$ cat src/rtl/supsup_pkg.sv
package supsup_pkg;
  typedef enum logic [1:0] {
    ST_OFF     = 2'd0,
    ST_STRETCH = 2'd1,
    ST_RUN     = 2'd2,
    ST_WARN    = 2'd3
  } sup_state_t;

  localparam int unsigned NUM_FLAGS = 3;
  localparam int unsigned IDX_OP = 0;
  localparam int unsigned IDX_WP = 1;
  localparam int unsigned IDX_SW = 2;
endpackage

$ cat src/rtl/flag_filter.sv
module flag_filter #(
  parameter int unsigned FILT_LEN = 4
) (
  input  logic clk,
  input  logic rst,
  input  logic d_i,
  output logic q_o
);
  localparam int unsigned CW = $clog2(FILT_LEN + 1);

  logic          s1, s2;
  logic [CW-1:0] cnt;

  always_ff @(posedge clk) begin
    if (rst) begin
      s1 <= 1'b0;
      s2 <= 1'b0;
    end else begin
      s1 <= d_i;
      s2 <= s1;
    end
  end

  always_ff @(posedge clk) begin
    if (rst) begin
      cnt <= '0;
      q_o <= 1'b0;
    end else if (s2 != q_o) begin
      if (cnt == CW'(FILT_LEN - 1)) begin
        cnt <= '0;
        q_o <= s2;
      end else begin
        cnt <= cnt + 1'b1;
      end
    end else begin
      cnt <= '0;
    end
  end


  filt_follows_input_chk: assert property (@(posedge clk) disable iff (rst)
    !$stable(q_o) |-> $past(s2 != q_o));


  filt_cnt_range_chk: assert property (@(posedge clk) disable iff (rst)
    cnt < CW'(FILT_LEN));
endmodule

$ cat src/rtl/power_ctrl.sv
module power_ctrl
  import supsup_pkg::*;
#(
  parameter int unsigned STRETCH_LEN = 16
) (
  input  logic clk,
  input  logic rst,
  input  logic op_ok_i,
  input  logic wp_ok_i,
  input  logic sw_ok_i,
  output logic wr_protect_o,
  output logic on_battery_o,
  output logic rst_pull_o,
  output logic pgood_o
);
  localparam int unsigned CW = $clog2(STRETCH_LEN + 1);

  sup_state_t    st, nxt;
  logic [CW-1:0] cnt;
  logic          good, done;

  assign good = op_ok_i & wp_ok_i & sw_ok_i;

  always_comb begin
    nxt  = st;
    done = 1'b0;
    unique case (st)
      ST_OFF:
        if (good) nxt = ST_STRETCH;
      ST_STRETCH:
        if (!good) nxt = ST_OFF;
        else if (cnt == CW'(STRETCH_LEN - 1)) begin
          nxt  = ST_RUN;
          done = 1'b1;
        end
      ST_RUN:
        if (!wp_ok_i || !sw_ok_i) nxt = ST_OFF;
        else if (!op_ok_i) nxt = ST_WARN;
      ST_WARN:
        if (!wp_ok_i || !sw_ok_i) nxt = ST_OFF;
        else if (op_ok_i) nxt = ST_STRETCH;
      default: nxt = ST_OFF;
    endcase
  end

  always_ff @(posedge clk) begin
    if (rst) begin
      st  <= ST_OFF;
      cnt <= '0;
    end else begin
      st  <= nxt;
      cnt <= (st == ST_STRETCH && nxt == ST_STRETCH) ? cnt + 1'b1 : '0;
    end
  end

  always_ff @(posedge clk) begin
    if (rst) begin
      wr_protect_o <= 1'b1;
      rst_pull_o   <= 1'b1;
      on_battery_o <= 1'b1;
      pgood_o      <= 1'b0;
    end else begin
      wr_protect_o <= !(nxt == ST_RUN || nxt == ST_WARN);
      rst_pull_o   <= (nxt != ST_RUN);
      on_battery_o <= !sw_ok_i;
      pgood_o      <= done;
    end
  end


  stretch_cnt_range_chk: assert property (@(posedge clk) disable iff (rst)
    cnt < CW'(STRETCH_LEN));


  pgood_at_release_chk: assert property (@(posedge clk) disable iff (rst)
    pgood_o |-> (!rst_pull_o && $past(rst_pull_o)));


  unprotect_with_release_chk: assert property (@(posedge clk) disable iff (rst)
    $fell(wr_protect_o) |-> ($fell(rst_pull_o) && pgood_o));


  release_needs_good_chk: assert property (@(posedge clk) disable iff (rst)
    $fell(rst_pull_o) |-> $past(good));


  run_means_writable_chk: assert property (@(posedge clk) disable iff (rst)
    !rst_pull_o |-> !wr_protect_o);
endmodule

$ cat src/rtl/supply_supervisor.sv
module supply_supervisor
  import supsup_pkg::*;
#(
  parameter int unsigned FILT_LEN    = 4,
  parameter int unsigned STRETCH_LEN = 16
) (
  input  logic clk,
  input  logic rst,
  input  logic above_op_i,
  input  logic above_wp_i,
  input  logic above_sw_i,
  output logic wr_protect_o,
  output logic on_battery_o,
  output logic host_rst_pull_o,
  output logic pgood_pulse_o
);
  logic [NUM_FLAGS-1:0] raw, filt;

  assign raw[IDX_OP] = above_op_i;
  assign raw[IDX_WP] = above_wp_i;
  assign raw[IDX_SW] = above_sw_i;

  for (genvar g = 0; g < NUM_FLAGS; g++) begin : g_flt
    flag_filter #(.FILT_LEN(FILT_LEN)) u_flt (
      .clk (clk),
      .rst (rst),
      .d_i (raw[g]),
      .q_o (filt[g])
    );
  end

  power_ctrl #(.STRETCH_LEN(STRETCH_LEN)) u_ctrl (
    .clk          (clk),
    .rst          (rst),
    .op_ok_i      (filt[IDX_OP]),
    .wp_ok_i      (filt[IDX_WP]),
    .sw_ok_i      (filt[IDX_SW]),
    .wr_protect_o (wr_protect_o),
    .on_battery_o (on_battery_o),
    .rst_pull_o   (host_rst_pull_o),
    .pgood_o      (pgood_pulse_o)
  );
endmodule

$ cat config.mk
export PLATFORM = sky130hd
export DESIGN_NAME = supply_supervisor
export DESIGN_NICKNAME = d
export VERILOG_FILES = /design/src/rtl/supsup_pkg.sv /design/src/rtl/flag_filter.sv /design/src/rtl/power_ctrl.sv /design/src/rtl/supply_supervisor.sv
export SDC_FILE = /design/constraint.sdc
export NUM_CORES = 1
export LEC_CHECK = 0
export BUFFER_PORTS_ARGS = -buffer_cell sky130_fd_sc_hd__buf_2
export CELL_PAD_IN_SITES_DETAIL_PLACEMENT = 1
export CELL_PAD_IN_SITES_GLOBAL_PLACEMENT = 2
export CORE_UTILIZATION = 37
export CTS_CLUSTER_DIAMETER = 150
export DETAILED_ROUTE_END_ITERATION = 6
export GPL_ROUTABILITY_DRIVEN = 0
export PLACE_DENSITY_LB_ADDON = 0.08
export SYNTH_ARGS = -nofsm -noshare
export SYNTH_HDL_FRONTEND = slang
export SYNTH_HIERARCHICAL = 1
export SYNTH_SLANG_ARGS = --single-unit
$ cat constraint.sdc
create_clock -name clk -period 2 [get_ports clk]
set_input_delay 0.2 -clock clk [delete_from_list [all_inputs] [get_ports clk]]
set_output_delay 0.2 -clock clk [all_outputs]
set_load 0.02 [all_outputs]
Word-level counts from Yosys, hierarchy flattened:

Cells that the tools add are included.
W data, S select, Z words.

* register bits after elaboration: 29
* latch bits: 0
* RAM bits: 0
* memory bits (read-only): 0
* input port bits: 5
* output and inout port bits: 4
* memories kept: 0

* add/subtract/negate cells: 4
* multipliers: 0
* divide/modulo/power cells: 0
* $lt $le $gt $ge: 0
* eq/ne operators: 14
* shift-type cells: 0
* multiplexer cells: 9
* bitwise gates (word level): 8
* reductions and logical operators: 15

Operator list (count)
* $mux W2: 7
* $reduce_or A3 Y1: 4
* $add A3 B1 Y3 const B: 3
* $eq A3 B2 Y1 const B: 3
* $eq A2 B2 Y1 const B: 4
* $pmux W2 S4: 1
* $not A1 Y1: 6
* $reduce_and A2 Y1: 3
* $add A5 B1 Y5 const B: 1
* $eq A5 B4 Y1 const B: 1
* $eq A2 B1 Y1 const B: 2
* $logic_not A1 Y1: 3
* $ne A1 B1 Y1: 3
* $and A1 B1 Y1: 2
* $logic_not A2 Y1: 1
* $logic_or A1 B1 Y1: 2
* $ne A2 B2 Y1 const B: 1
* $reduce_or A2 Y1: 1
* $logic_and A1 B1 Y1: 1
* $mux W1: 1

Longest topological paths before layout:

* depth in word-level cells: 8
* mapped depth: 6
* mapped depth without buffers: 6

Hierarchy:

Netlist, hierarchy kept.

Modules (own cells, without submodules)
* flag_filter: instances 3, cells an instance 17, area each 211.5 sq um
* power_ctrl: instances 1, cells an instance 40, area each 410.4 sq um

Worst setup path before layout:

No wires, ideal clock.

* path kind: reg-to-reg
* start point: register u_ctrl.cnt[0]
* end point: register u_ctrl.cnt[2]
* data arrival time: 1.513 ns
* setup slack: 0.423 ns
* stages on the path, launching flop included: 6
* period minus slack after synthesis: 1.577 ns
* cell sequence: dfxtp_1 > ha_1 > and3_1 > ha_1 > or4b_4 > nor2_1

* cells in the longest elaborated chain, start to end: 8
* elaborated cells between the ends (all ways): 9
* those cells by class: add/sub: 1; eq/ne: 2; mux: 3; bitwise: 1; reduce/logical: 2

Ends and longest elaborated chain
* start, declared: RTL line power_ctrl.sv:19 `logic [CW-1:0] cnt;`
* start signal, assigned: RTL line power_ctrl.sv:52 `cnt <= (st == ST_STRETCH && nxt == ST_STRETCH) ? cnt + 1'b1 : '0;`
* $eq A5 B4 Y1: RTL line power_ctrl.sv:32 `else if (cnt == CW'(STRETCH_LEN - 1)) begin`
* $mux W2: RTL line power_ctrl.sv:32
* $mux W2: RTL line power_ctrl.sv:31 `if (!good) nxt = ST_OFF;`
* $pmux W2 S4: RTL line power_ctrl.sv:27 `unique case (st)`
* $eq A2 B1 Y1: RTL line power_ctrl.sv:52
* $logic_and A1 B1 Y1: RTL line power_ctrl.sv:52
* $not A1 Y1 (no line)
* $reduce_or A2 Y1 (no line)

Several ways; a longest one is shown, not always the timed one.
A chain may end at the register's enable or synchronous reset.

Final worst setup path:

* start point: register u_ctrl.cnt[0]
* end point: register u_ctrl.cnt[4]

Same word-level chain as after synthesis.

==> flow_metrics.tcl <==
set metrics [dict create \
    grt_pass1_wl_mm 2.622 \
    drt-wirelength-per-cell_um 11.02 \
    wl_met2_um 736 \
    max_slew_margin_pct 75.27 \
    fp.dieH_um 55.14 \
    hp-class "primary input to register" \
    cp-start-kind "register" \
    top_layer "met4" \
    post_cts_buffers 0 \
    fmax_ghz 0.5949 \
    yosys.area.top_type "dfxtp_1" \
    met1Wirelength_um 675 \
    via_count 688 \
    required_ps 2250 \
    fin_crit_ps 1681 \
    clk_pin_slew_ps 90 \
    placed_area_mm2 0.001122 \
    syn_inst 91 \
    grt_overflow 0 \
    ys_ff_latch 29 \
    drcViolationCount 0 \
    crit_path_max_fanout 5 \
    status "finished, final reports clean" \
    syn_area_per_cell_um2 11.48 \
    drive_gt1_share_pct 18.69 \
    worst_pin_slew_ps 371.0 \
    root_buffer "clkbuf_4" \
    drt-initial-drc-count 4 \
    antenna_left 0 \
    synth_nets 104 \
    worst_setup_path_end_kind "register" \
    hold_buffers 0 \
    yosysUniqueCellTypes 23 \
    cts_htree_levels 2 \
    clk_path_buf_depth 2 \
    antenna_found_initial 0 \
    start_util_pct 40.69 \
    routed_via_density 5.022 \
    final_max_slew_viol_count 0 \
    rsz0062_at_grt "no" \
    finalPower_w 0.0009284 \
    final_cell_mix "dfxtp_1 (29), nor2_1 (9), ha_1 (8), buf_2 (8), nor2b_1 (7)" \
    arrival_ps 1930 \
    totalWireLength_mm 1.510 \
    route.met3.wl_um 65 \
    post_cts_resized 0 \
    yosysWarnings 6 \
    power_leakage_nw 0.4585 \
    synthToLayoutAreaGrowth_pct 12.34 \
    diodes 0 \
    grtUsageTotal_pct 13.17 \
    dieArea_mm2 0.003040 \
    clock_sinks 29 \
    cts_tree "yes" \
    final.period_utilization_pct 84.05 \
    finalSetupViolCount 0 \
    io_pins 9 \
    ys_seq_area_share_pct 55.57 \
    nets 119 \
    maxCapViolCount 0 \
    dp_cells 129 \
    numCtsBuffers 5 \
    rows 18 \
    pwr_density_cell_mw_per_mm2 791.0 \
    fin_tns_setup_ps 0 \
    die_width_um 55.14 \
    hold_violations 0 \
    design_area_mm2 0.001174 \
    dr.pass1.iters 3 \
    stdcell_count 137 \
    grt_start_max_net_pins 22 \
    grt_pass1_vias 682 \
    synth_top_area_share_pct 55.57 \
    irDropWorstVdd_mv 0.5193 \
    clock_skew_ps 7.956 \
    fp.coreArea_mm2 0.002567 \
    setup.worst_path.class "register to register" \
    ys_top_cells_by_area "dfxtp_1 (56%), ha_1 (9.6%), nor4b_2 (4.3%)" \
    syn_area_mm2 0.001045 \
    final_common_cell "dfxtp_1" \
    whs_ps 88.30 \
    worstSkewPairLatency_ps 320 \
    place.port_buffers 8 \
    dpl.hpwl_mm 1.109 \
]
==> power by group <==
| group | switching (W) | leakage, nW | internal [W] | total, W |
|---|---|---|---|---|
| Clock | 0.000187 | 0.0320 | 0.000134 | 0.000320 |
| Sequential | 0.00000284 | 0.235 | 0.000584 | 0.000587 |
| Combinational | 0.0000108 | 0.191 | 0.00000998 | 0.0000208 |
| Total | 0.000201 | 0.459 | 0.000728 | 0.000928 |
==> routing by layer <==
layer / track usage [%] / up-vias
met5: 0 / -
met4: 10.00 / 0
met3: 6.557 / 5
met2: 21.08 / 13
met1: 12.96 / 323
li1: - / 347
==> final cells by class <==
class                           count  area [um2]
Clock buffer                        6       41.29
Clock inverter                      2       10.01
Fill cell                         302        1394
Inverter                            5       18.77
Multi-Input combinational cell     57       445.4
Sequential cell                    29       580.6
Tap cell                           30       37.54
Timing Repair Buffer                8       40.04
==> cell usage after synthesis <==
cell type,n
dfxtp_1,29
nor2_1,9
ha_1,8
nor2b_1,7
nor4_1,6
inv_1,5
xnor2_1,4
mux2i_1,3
nand2_1,3
nor4b_2,3
a21oi_1,2
a211oi_1,1
a21o_1,1
and3_1,1
nand2b_1,1
nand3_1,1
nand3b_1,1
nand4b_1,1
nand4b_2,1
nor3_1,1
o21bai_1,1
or4b_4,1
xor2_1,1
==> cells by family (layout without fill, tap and decap cells) <==
| family | count (synthesis) | after routing | synth area share, % |
|---|---|---|---|
| and+or+nand+nor | 36 | 36 | 22.87 |
| AOI/OAI and AO/OA | 5 | 5 | 3.115 |
| buffers and inverters | 5 | 21 | 1.797 |
| adders and majority gates | 8 | 8 | 9.581 |
| muxes | 3 | 3 | 2.874 |
| DFF | 29 | 29 | 55.57 |
| xor gates and xnor gates | 5 | 5 | 4.191 |
==> state kept, by name, summed over array words and instances, names as in the netlist <==
signal,cells
g_flt.u_flt/q_o,3
u_ctrl/pgood_o,1
u_ctrl/st,2
g_flt.u_flt/s2,3
u_ctrl/cnt,5
u_ctrl/on_battery_o,1
g_flt.u_flt/cnt,9
u_ctrl/wr_protect_o,1
g_flt.u_flt/s1,3
u_ctrl/rst_pull_o,1
==> per-stage QoR <==
step                setup slack, ps  utilization (%)
detailed placement            331.4            43.71
global placement              376.7            43.71
CTS                           305.9            45.71
floorplan                     422.7                -
global route                  197.2            45.71
finish                        319.0            45.71
==> path summary, 6_finish.rpt <==
check | start | end | slack (ps) | depth (start not counted)
min reg2reg | g_flt[1].u_flt/cnt[0] | g_flt[1].u_flt/cnt[0] | 430 | 1
min | above_sw_i | g_flt[2].u_flt/s1 | 90 | 2
max reg2reg | u_ctrl/cnt[0] | u_ctrl/cnt[4] | 320 | 5
max | u_ctrl/cnt[0] | u_ctrl/cnt[4] | 320 | 5
==> critical path, stage by stage, from the launching register on <==
cell,delay [ps]
dfxtp_1,330
ha_1,220
and3_1,190
ha_1,200
or4b_4,560
nor2_1,110
No activity file was read; power rests on OpenSTA's default activity.
